File: config.mk
export PLATFORM = sky130hd
export DESIGN_NAME = dsc_ctrl
export DESIGN_NICKNAME = d
export VERILOG_FILES = /design/src/rtl/dsc_pkg.sv /design/src/rtl/dsc_sync.sv /design/src/rtl/dsc_counter.sv /design/src/rtl/dsc_fsm.sv /design/src/rtl/dsc_ctrl.sv
export SDC_FILE = /design/constraint.sdc
export NUM_CORES = 1
export LEC_CHECK = 0
export BUFFER_PORTS_ARGS = -buffer_cell sky130_fd_sc_hd__clkbuf_2
export CORE_MARGIN = 1.5
export CORE_UTILIZATION = 52
export DETAILED_ROUTE_END_ITERATION = 8
export PLACE_DENSITY_LB_ADDON = 0.1
export SLEW_MARGIN = 20
export SYNTH_ARGS = -nofsm -noshare
export SYNTH_HDL_FRONTEND = slang
export SYNTH_SLANG_ARGS = --single-unit
File: constraint.sdc
create_clock -name clk_i -period 2.1 [get_ports clk_i]
set_input_delay 0.63 -clock clk_i [delete_from_list [all_inputs] [get_ports clk_i]]
set_output_delay 0.63 -clock clk_i [all_outputs]
set_load 0.02 [all_outputs]
File: src/rtl/dsc_pkg.sv
package dsc_pkg;
  typedef enum logic [1:0] {
    ST_IDLE    = 2'd0,
    ST_RUNUP   = 2'd1,
    ST_RUNDOWN = 2'd2,
    ST_DONE    = 2'd3
  } dsc_state_e;
endpackage

File: src/rtl/dsc_sync.sv
module dsc_sync #(
  parameter int STAGES = 2
) (
  input  logic clk_i,
  input  logic rst_ni,
  input  logic d_i,
  output logic q_o
);
  logic [STAGES-1:0] chain_q;

  always_ff @(posedge clk_i or negedge rst_ni) begin
    if (!rst_ni) chain_q <= '0;
    else         chain_q <= {chain_q[STAGES-2:0], d_i};
  end

  assign q_o = chain_q[STAGES-1];
endmodule

File: src/rtl/dsc_counter.sv
module dsc_counter #(
  parameter int CW = 10
) (
  input  logic          clk_i,
  input  logic          rst_ni,
  input  logic          clr_i,
  input  logic          inc_i,
  output logic [CW-1:0] cnt_o
);
  always_ff @(posedge clk_i or negedge rst_ni) begin
    if (!rst_ni)     cnt_o <= '0;
    else if (clr_i)  cnt_o <= '0;
    else if (inc_i)  cnt_o <= cnt_o + CW'(1);
  end
endmodule

File: src/rtl/dsc_fsm.sv
module dsc_fsm
  import dsc_pkg::*;
#(
  parameter int CODE_W = 8,
  parameter int LAT    = 2,
  parameter int CW     = CODE_W + 2
) (
  input  logic              clk_i,
  input  logic              rst_ni,
  input  logic              start_i,
  input  logic              cmp_s_i,
  input  logic [CW-1:0]     cnt_i,
  input  logic              res_ready_i,
  output logic              cnt_clr_o,
  output logic              cnt_inc_o,
  output logic              int_clr_o,
  output logic              ref_sel_o,
  output logic              res_valid_o,
  output logic [CODE_W-1:0] code_o,
  output logic              ovr_o
);
  localparam logic [CW-1:0] RUN_LAST = CW'(2**CODE_W - 1);
  localparam logic [CW-1:0] SAT_AT   = CW'(2**CODE_W - 1 + LAT);
  localparam logic [CW-1:0] LAT_V    = CW'(LAT);

  dsc_state_e        state_q, state_d;
  logic [CODE_W-1:0] code_d;
  logic              ovr_d;
  logic [CW-1:0]     adj;

  assign adj = cnt_i - LAT_V;

  always_comb begin
    state_d   = state_q;
    code_d    = code_o;
    ovr_d     = ovr_o;
    cnt_clr_o = 1'b1;
    cnt_inc_o = 1'b0;
    unique case (state_q)
      ST_IDLE: begin
        if (start_i) state_d = ST_RUNUP;
      end
      ST_RUNUP: begin
        if (cnt_i == RUN_LAST) begin
          state_d = ST_RUNDOWN;
        end else begin
          cnt_clr_o = 1'b0;
          cnt_inc_o = 1'b1;
        end
      end
      ST_RUNDOWN: begin
        if (!cmp_s_i) begin
          state_d = ST_DONE;
          code_d  = (cnt_i < LAT_V) ? '0 : adj[CODE_W-1:0];
          ovr_d   = 1'b0;
        end else if (cnt_i == SAT_AT) begin
          state_d = ST_DONE;
          code_d  = '1;
          ovr_d   = 1'b1;
        end else begin
          cnt_clr_o = 1'b0;
          cnt_inc_o = 1'b1;
        end
      end
      ST_DONE: begin
        if (res_ready_i) state_d = ST_IDLE;
      end
      default: state_d = ST_IDLE;
    endcase
  end

  always_ff @(posedge clk_i or negedge rst_ni) begin
    if (!rst_ni) begin
      state_q     <= ST_IDLE;
      int_clr_o   <= 1'b1;
      ref_sel_o   <= 1'b0;
      res_valid_o <= 1'b0;
      code_o      <= '0;
      ovr_o       <= 1'b0;
    end else begin
      state_q     <= state_d;
      int_clr_o   <= (state_d == ST_IDLE) || (state_d == ST_DONE);
      ref_sel_o   <= (state_d == ST_RUNDOWN);
      res_valid_o <= (state_d == ST_DONE);
      code_o      <= code_d;
      ovr_o       <= ovr_d;
    end
  end
endmodule

File: src/rtl/dsc_ctrl.sv
module dsc_ctrl #(
  parameter int CODE_W      = 8,
  parameter int SYNC_STAGES = 2
) (
  input  logic              clk_i,
  input  logic              rst_ni,
  input  logic              start_i,
  input  logic              cmp_i,
  output logic              int_clr_o,
  output logic              ref_sel_o,
  output logic              res_valid_o,
  input  logic              res_ready_i,
  output logic [CODE_W-1:0] code_o,
  output logic              ovr_o
);
  localparam int CW = CODE_W + 2;

  logic          cmp_s;
  logic          cnt_clr, cnt_inc;
  logic [CW-1:0] cnt;

  dsc_sync #(.STAGES(SYNC_STAGES)) u_sync (
    .clk_i (clk_i),
    .rst_ni(rst_ni),
    .d_i   (cmp_i),
    .q_o   (cmp_s)
  );

  dsc_counter #(.CW(CW)) u_cnt (
    .clk_i (clk_i),
    .rst_ni(rst_ni),
    .clr_i (cnt_clr),
    .inc_i (cnt_inc),
    .cnt_o (cnt)
  );

  dsc_fsm #(.CODE_W(CODE_W), .LAT(SYNC_STAGES), .CW(CW)) u_fsm (
    .clk_i      (clk_i),
    .rst_ni     (rst_ni),
    .start_i    (start_i),
    .cmp_s_i    (cmp_s),
    .cnt_i      (cnt),
    .res_ready_i(res_ready_i),
    .cnt_clr_o  (cnt_clr),
    .cnt_inc_o  (cnt_inc),
    .int_clr_o  (int_clr_o),
    .ref_sel_o  (ref_sel_o),
    .res_valid_o(res_valid_o),
    .code_o     (code_o),
    .ovr_o      (ovr_o)
  );
endmodule

==> out/metrics.cfg, run 1 <==
[floorplanning]
num_rows=19
die-area_um2=3422
boundaryPins=17
die_w_um=58.50
start_util_pct=56.61
die_h_um=58.50
design.core.area_um2=2829

[routing]
antenna_left=0
vias=1299
vias_per_cell=6.070
wire_per_inst_um=15.75
drc=0
drtIter0Drc=66
drt_pass1_iterations=4
postRouteWirelength_um=3371

[timing]
finalHoldViolCount=0
rsz0062_at_grt=no
finalSetupViolCount=0
max_freq_ghz=0.5066
skew_ps=15.98
period_needed_ps=1974
post-route-period-util_pct=93.99
drv_slew=0
fin_tns_setup_ps=0
slew_headroom_pct=54.77
worstMarginPinSlew_ps=678.5

[worst_setup_path]
crit_chain=buf_4, nand4_1, o41a_1, nand3b_1, mux2i_1
crit_family=compound AO/OA/AOI/OAI gates
critPathLaunch=u_cnt.cnt_o[6]$_DFFE_PN0P_
rr_startpoint=u_cnt.cnt_o[6]$_DFFE_PN0P_
r2r_cells=5
cp_max_fo=17
end_kind=register
cp_slowest_cell=o41a_1
crit_buf_inv=1
critPathArrivalTime_ps=2190
slowest_delay_ps=670
crit_path_start_kind=register
cp_num_cells=5
critPathRequiredTime_ps=2310
worstSetupPathType=reg2reg

[grt]
grt_usage_pct=21.56
grt_max_degree=34
overflow=0
grt_pass1_vias=1208
grt_pass1_wl_um=5575
antenna_found_initial=0

[hold_path]
hold_class=in2async

[pwr]
power_density_nw_per_um2=852.4
p_seq_share_pct=42.2
clkPwrFrac_pct=15.1
p_sw_mw=0.5920
power_leakage_nw=0.8184
ir_drop_v=0.0004990
total_power_mw=1.506
pwr-share-comb_pct=42.7
switching_share_pct=39.31
intPower_mw=0.9139

[synth]
netlist_instances=162
seq_area_frac_synth_pct=40.70
avgSynthCellArea_um2=9.886
synth.distinct_cells=43
synth_flop_cell=dfrtp_1
yosys_warnings=0
synth_nets=177
async_flop_share_pct=100.0
synth_edf_count=0
synth-seq-cells=26
syn_area_um2=1602

[placed_design]
gp_congestion=0.8586
placedCellCount=210
portBuffers=16
dp_hpwl_um=2401
dpl-instance-area_um2=1732

[cells_and_area]
drive_gt1_share_pct=21.31
multi_input_area_um2=853.3
layoutNonFillerInstCount=214
final-seq-area_um2=651.9
fill_cells=246
final_nets=199
post-route-util_pct=62.45
final_area_um2=1767
antenna_cells=0
area_growth_pct=10.31

[clock_tree]
clkTransAtPathRegs_ps=150
cts-hold-fix-buffers=0
cts_tree=yes
clock-root-buffer=clkbuf_4
clk_latency_ps=340
cts_buffers=3
clockBufferDepth=2
cts_sinks=26
htree_levels=1

[run]
drv_cap=0

[status]
outcome=finished clean

-- through the flow --
| stage | worst slack, ps | hold slack [ps] |
|---|---|---|
| 3_5_place_dp | 155.7 | 335.6 |
| 4_1_cts | 137.7 | 310.6 |
| 2_1_floorplan | 116.2 | 331.2 |
| 3_3_place_gp | 219.1 | 336.5 |
| 6_report | 126.2 | 299.3 |
| 5_1_grt | 6.470 | 338.3 |
-- kinds of logic after synthesis --
family	Yosys count	share of synthesized area, %
AO/OA/AOI/OAI	42	17.66
flip-flops	26	40.70
AND/OR/NAND/NOR	54	19.92
multiplexers	9	5.703
XOR/XNOR	3	1.641
adder cells (fa/ha/maj)	10	7.813
buffers and inverters	18	6.562
-- metal layers --
metal	global-route usage (%)	wire length [um]	part of all wire [%]	up-vias
met1	28.73	1578	47	624
met4	8.638	72	2.1	0
met3	3.516	138	4.1	6
li1	-	-	-	631
met2	34.99	1582	47	38
met5	0	0	0	-
-- repair_timing --
action	in CTS	in global routing
endpoints found under the setup margin	0	2
gates resized for setup	0	1
buffers inserted	0	0
-- cell type report --
class                   count  area share (%)
repair buffers             28           9.632
clock buffers               4           1.487
well taps                  31           2.195
inverters                   7           1.487
multi-input cells         118           48.30
flip-flops and latches     26           36.90
-- registers in the layout, indices dropped and copies added, names as in the netlist --
signal	flops
u_fsm.int_clr_o	1
u_fsm.ovr_o	1
u_fsm.state_q	2
u_cnt.cnt_o	10
u_fsm.res_valid_o	1
u_fsm.ref_sel_o	1
u_fsm.code_o	8
u_sync.chain_q	2
-- cells in the mapped netlist (2+ instances only) --
| library cell | number | share of area [%] |
|---|---|---|
| nor3_1 | 5 | 1.6 |
| nand2_1 | 11 | 2.6 |
| nand3_1 | 12 | 3.8 |
| mux2i_1 | 8 | 5.0 |
| a31oi_1 | 3 | 1.2 |
| a211oi_1 | 3 | 1.4 |
| o21ai_0 | 13 | 4.1 |
| a21oi_1 | 12 | 3.8 |
| dfrtp_1 | 25 | 39 |
| ha_1 | 10 | 7.8 |
| inv_1 | 7 | 1.6 |
| clkbuf_1 | 2 | 0.47 |
| nand4_1 | 2 | 0.78 |
| xor2_1 | 2 | 1.1 |
| nor2b_1 | 3 | 1.2 |
| nand3b_1 | 7 | 3.3 |
| a21boi_0 | 2 | 0.94 |
| buf_6 | 3 | 2.1 |
| nor2_1 | 4 | 0.94 |
| buf_4 | 3 | 1.4 |
| buf_2 | 3 | 0.94 |
-- power groups by stage --
stage,Combinational [mW],Clock (mW),Sequential (mW)
after floorplan,0.429,0,0.701
after global placement,0.612,0,0.639
after detailed placement,0.637,0,0.646
after CTS,0.639,0.238,0.636
after global routing,0.722,0.250,0.644
final,0.643,0.228,0.635
-- final timing paths --
| path | slack [ps] | to |
|---|---|---|
| setup reg to reg | 130 | u_cnt.cnt_o[8]$_DFFE_PN0P_ |
| max in group asynchronous | 1360 | u_fsm.res_valid_o$_DFF_PN0_ |
| hold / removal | 300 | u_fsm.code_o[0]$_DFFE_PN0P_ |
| setup / recovery | 130 | u_cnt.cnt_o[8]$_DFFE_PN0P_ |
| min in group clk_i | 360 | u_sync.chain_q[1]$_DFF_PN0_ |
| hold reg to reg | 360 | u_sync.chain_q[1]$_DFF_PN0_ |
-- cell usage in the layout, fill, tap and decap left out, types with 2 or more instances in the layout --
cell type  instances
nand3_1           12
a21oi_1           12
nand4_1            2
nor2_1             4
ha_1              10
mux2i_1            8
nor2b_1            3
clkbuf_4           3
nor3_1             5
dfrtp_1           25
nand2_1           11
xor2_1             2
inv_1              7
nand3b_1           7
a31oi_1            3
a211oi_1           3
o21ai_0           13
buf_4             12
a21boi_0           2
clkbuf_2          16
No activity file was read; power rests on OpenSTA's default activity.
==> run 2: changes to the inputs <==
Settings changed: CORE_UTILIZATION 52 to 55.
Clock period 2.1 ns to 2.4 ns, I/O delays scaled along.
==> out/metrics.cfg, run 2 (synthesis gave the netlist of run 1 again) <==
[routing]
drt_pass1_iterations=4
drtIter0Drc=58
vias=1235
antenna_left=0
wire_per_inst_um=14.50
postRouteWirelength_um=2943
vias_per_cell=6.084
drc=0

[clock_tree]
htree_levels=1
clkTransAtPathRegs_ps=150
clockBufferDepth=2
cts_resized=0
cts_buffers=3
cts_tree=yes
post_cts_buffers=0
clk_latency_ps=320
cts_sinks=26
clock-root-buffer=clkbuf_4
cts-hold-fix-buffers=0

[worst_setup_path]
worstSetupPathType=reg2reg
cp_max_fo=6
critPathRequiredTime_ps=2670
end_kind=register
critPathArrivalTime_ps=2360
crit_path_start_kind=register

[floorplanning]
die-area_um2=3244
num_rows=19
design.core.area_um2=2758
die_w_um=56.96
die_h_um=56.96
boundaryPins=17
start_util_pct=58.08

[cells_and_area]
final_common_cell=dfrtp_1
area_growth_pct=5.235
final_cell_mix=dfrtp_1 (25), clkbuf_2 (16), o21ai_0 (13)
drive_gt1_share_pct=16.86
antenna_cells=0
final_nets=188
final_area_um2=1685
largest_reg_flops=10
top_register=u_cnt.cnt_o
reg.largest.list=u_cnt.cnt_o (10), u_fsm.code_o (8)

[placed_design]
dpl-instance-area_um2=1649
dp_hpwl_um=2090
gp_congestion=0.8226
portBuffers=16

[hold_path]
hold_class=reg2reg

[pwr]
switching_share_pct=38.42
p_sw_mw=0.4975
clkPwrFrac_pct=17.4
pwr-share-comb_pct=39.3
ir_drop_v=0.0006209
intPower_mw=0.7972
power_leakage_nw=0.7662
power_density_nw_per_um2=768.2
p_seq_share_pct=43.3

[timing]
finalHoldViolCount=0
rsz0062_at_grt=no
worstMarginPinSlew_ps=643.5
fin_tns_setup_ps=0
period_needed_ps=2092
drv_slew=0
post-route-period-util_pct=87.15
skew_ps=4.925
max_freq_ghz=0.4781
slew_headroom_pct=57.10
finalSetupViolCount=0

[grt]
overflow=0
grt_pass1_wl_um=5078
grt_pass1_vias=1175
grt_max_degree=34
antenna_found_initial=0
grt_usage_pct=19.75

[run]
drv_cap=0

[status]
outcome=finished clean

run 2: changes by cell type in the layout (fill, tap and decap cells not counted):
cell / previous run / this run
buf_4: 12 / 1
clkbuf_1: 1 / 0
clkbuf_8: 0 / 1
nor4b_2: 0 / 1
nor4b_4: 1 / 0
run 2: per-stage QoR:
step / instances / setup WS [ps] / power [mW] / util [%] / hold slack, ps
6_report: 203 / 308.5 / 1.295 / 61.12 / 381.2
5_1_grt: 203 / 173.8 / 1.386 / 61.12 / 405.2
4_1_cts: 203 / 305.0 / 1.308 / 61.12 / 384.6
3_5_place_dp: 199 / 336.9 / 1.081 / 59.80 / 351.7
3_3_place_gp: 199 / 419.0 / 1.065 / 59.80 / 336.8
2_1_floorplan: 162 / 416.2 / 0.9888 / - / 331.2
run 2: power by group through the flow:
| stage | clock network [mW] | registers, mW | logic, mW |
|---|---|---|---|
| 6_report | 0.226 | 0.560 | 0.509 |
| 4_1_cts | 0.234 | 0.560 | 0.513 |
| 5_1_grt | 0.246 | 0.571 | 0.570 |
| 3_5_place_dp | 0 | 0.570 | 0.511 |
| 3_3_place_gp | 0 | 0.565 | 0.501 |
| 2_1_floorplan | 0 | 0.614 | 0.375 |
run 2: area by class of cell:
| cell class | instances | area [um^2] |
|---|---|---|
| timing repair buffer | 17 | 87.58 |
| inverter | 7 | 26.28 |
| fill | 242 | 1072 |
| sequential | 26 | 651.9 |
| tap | 31 | 38.79 |
| multi-input combinational | 118 | 844.6 |
| clock buffer | 4 | 36.28 |
run 2: final timing paths:
kind | cells past startpoint | start | slack (ps) | end
min in group asynchronous | 1 | rst_ni | 390 | u_fsm.ovr_o$_DFFE_PN0P_
max reg2reg | 7 | u_cnt.cnt_o[1]$_DFFE_PN0P_ | 310 | u_fsm.int_clr_o$_DFF_PN1_
min reg2reg | 0 | u_sync.chain_q[0]$_DFF_PN0_ | 380 | u_sync.chain_q[1]$_DFF_PN0_
min | 0 | u_sync.chain_q[0]$_DFF_PN0_ | 380 | u_sync.chain_q[1]$_DFF_PN0_
max | 7 | u_cnt.cnt_o[1]$_DFFE_PN0P_ | 310 | u_fsm.int_clr_o$_DFF_PN1_
max in group asynchronous | 1 | rst_ni | 1600 | u_cnt.cnt_o[6]$_DFFE_PN0P_
run 2: worst max-delay path, stage by stage (launching register included):
cell     delay (ps)
dfrtp_1         460
inv_1           170
ha_1            170
nor4b_2         320
a41oi_2         180
or2_0           250
a32o_1          220
ha_1            290
run 2: metal layers:
layer  GRT usage [%]  vias up  wire, um  part of all wire (%)
met3           3.855        2       157                   5.3
met5               0        -         0                     0
li1                -      611         -                     -
met4           6.645        0        19                  0.65
met2           33.66       34      1388                    47
met1           25.26      588      1379                    47
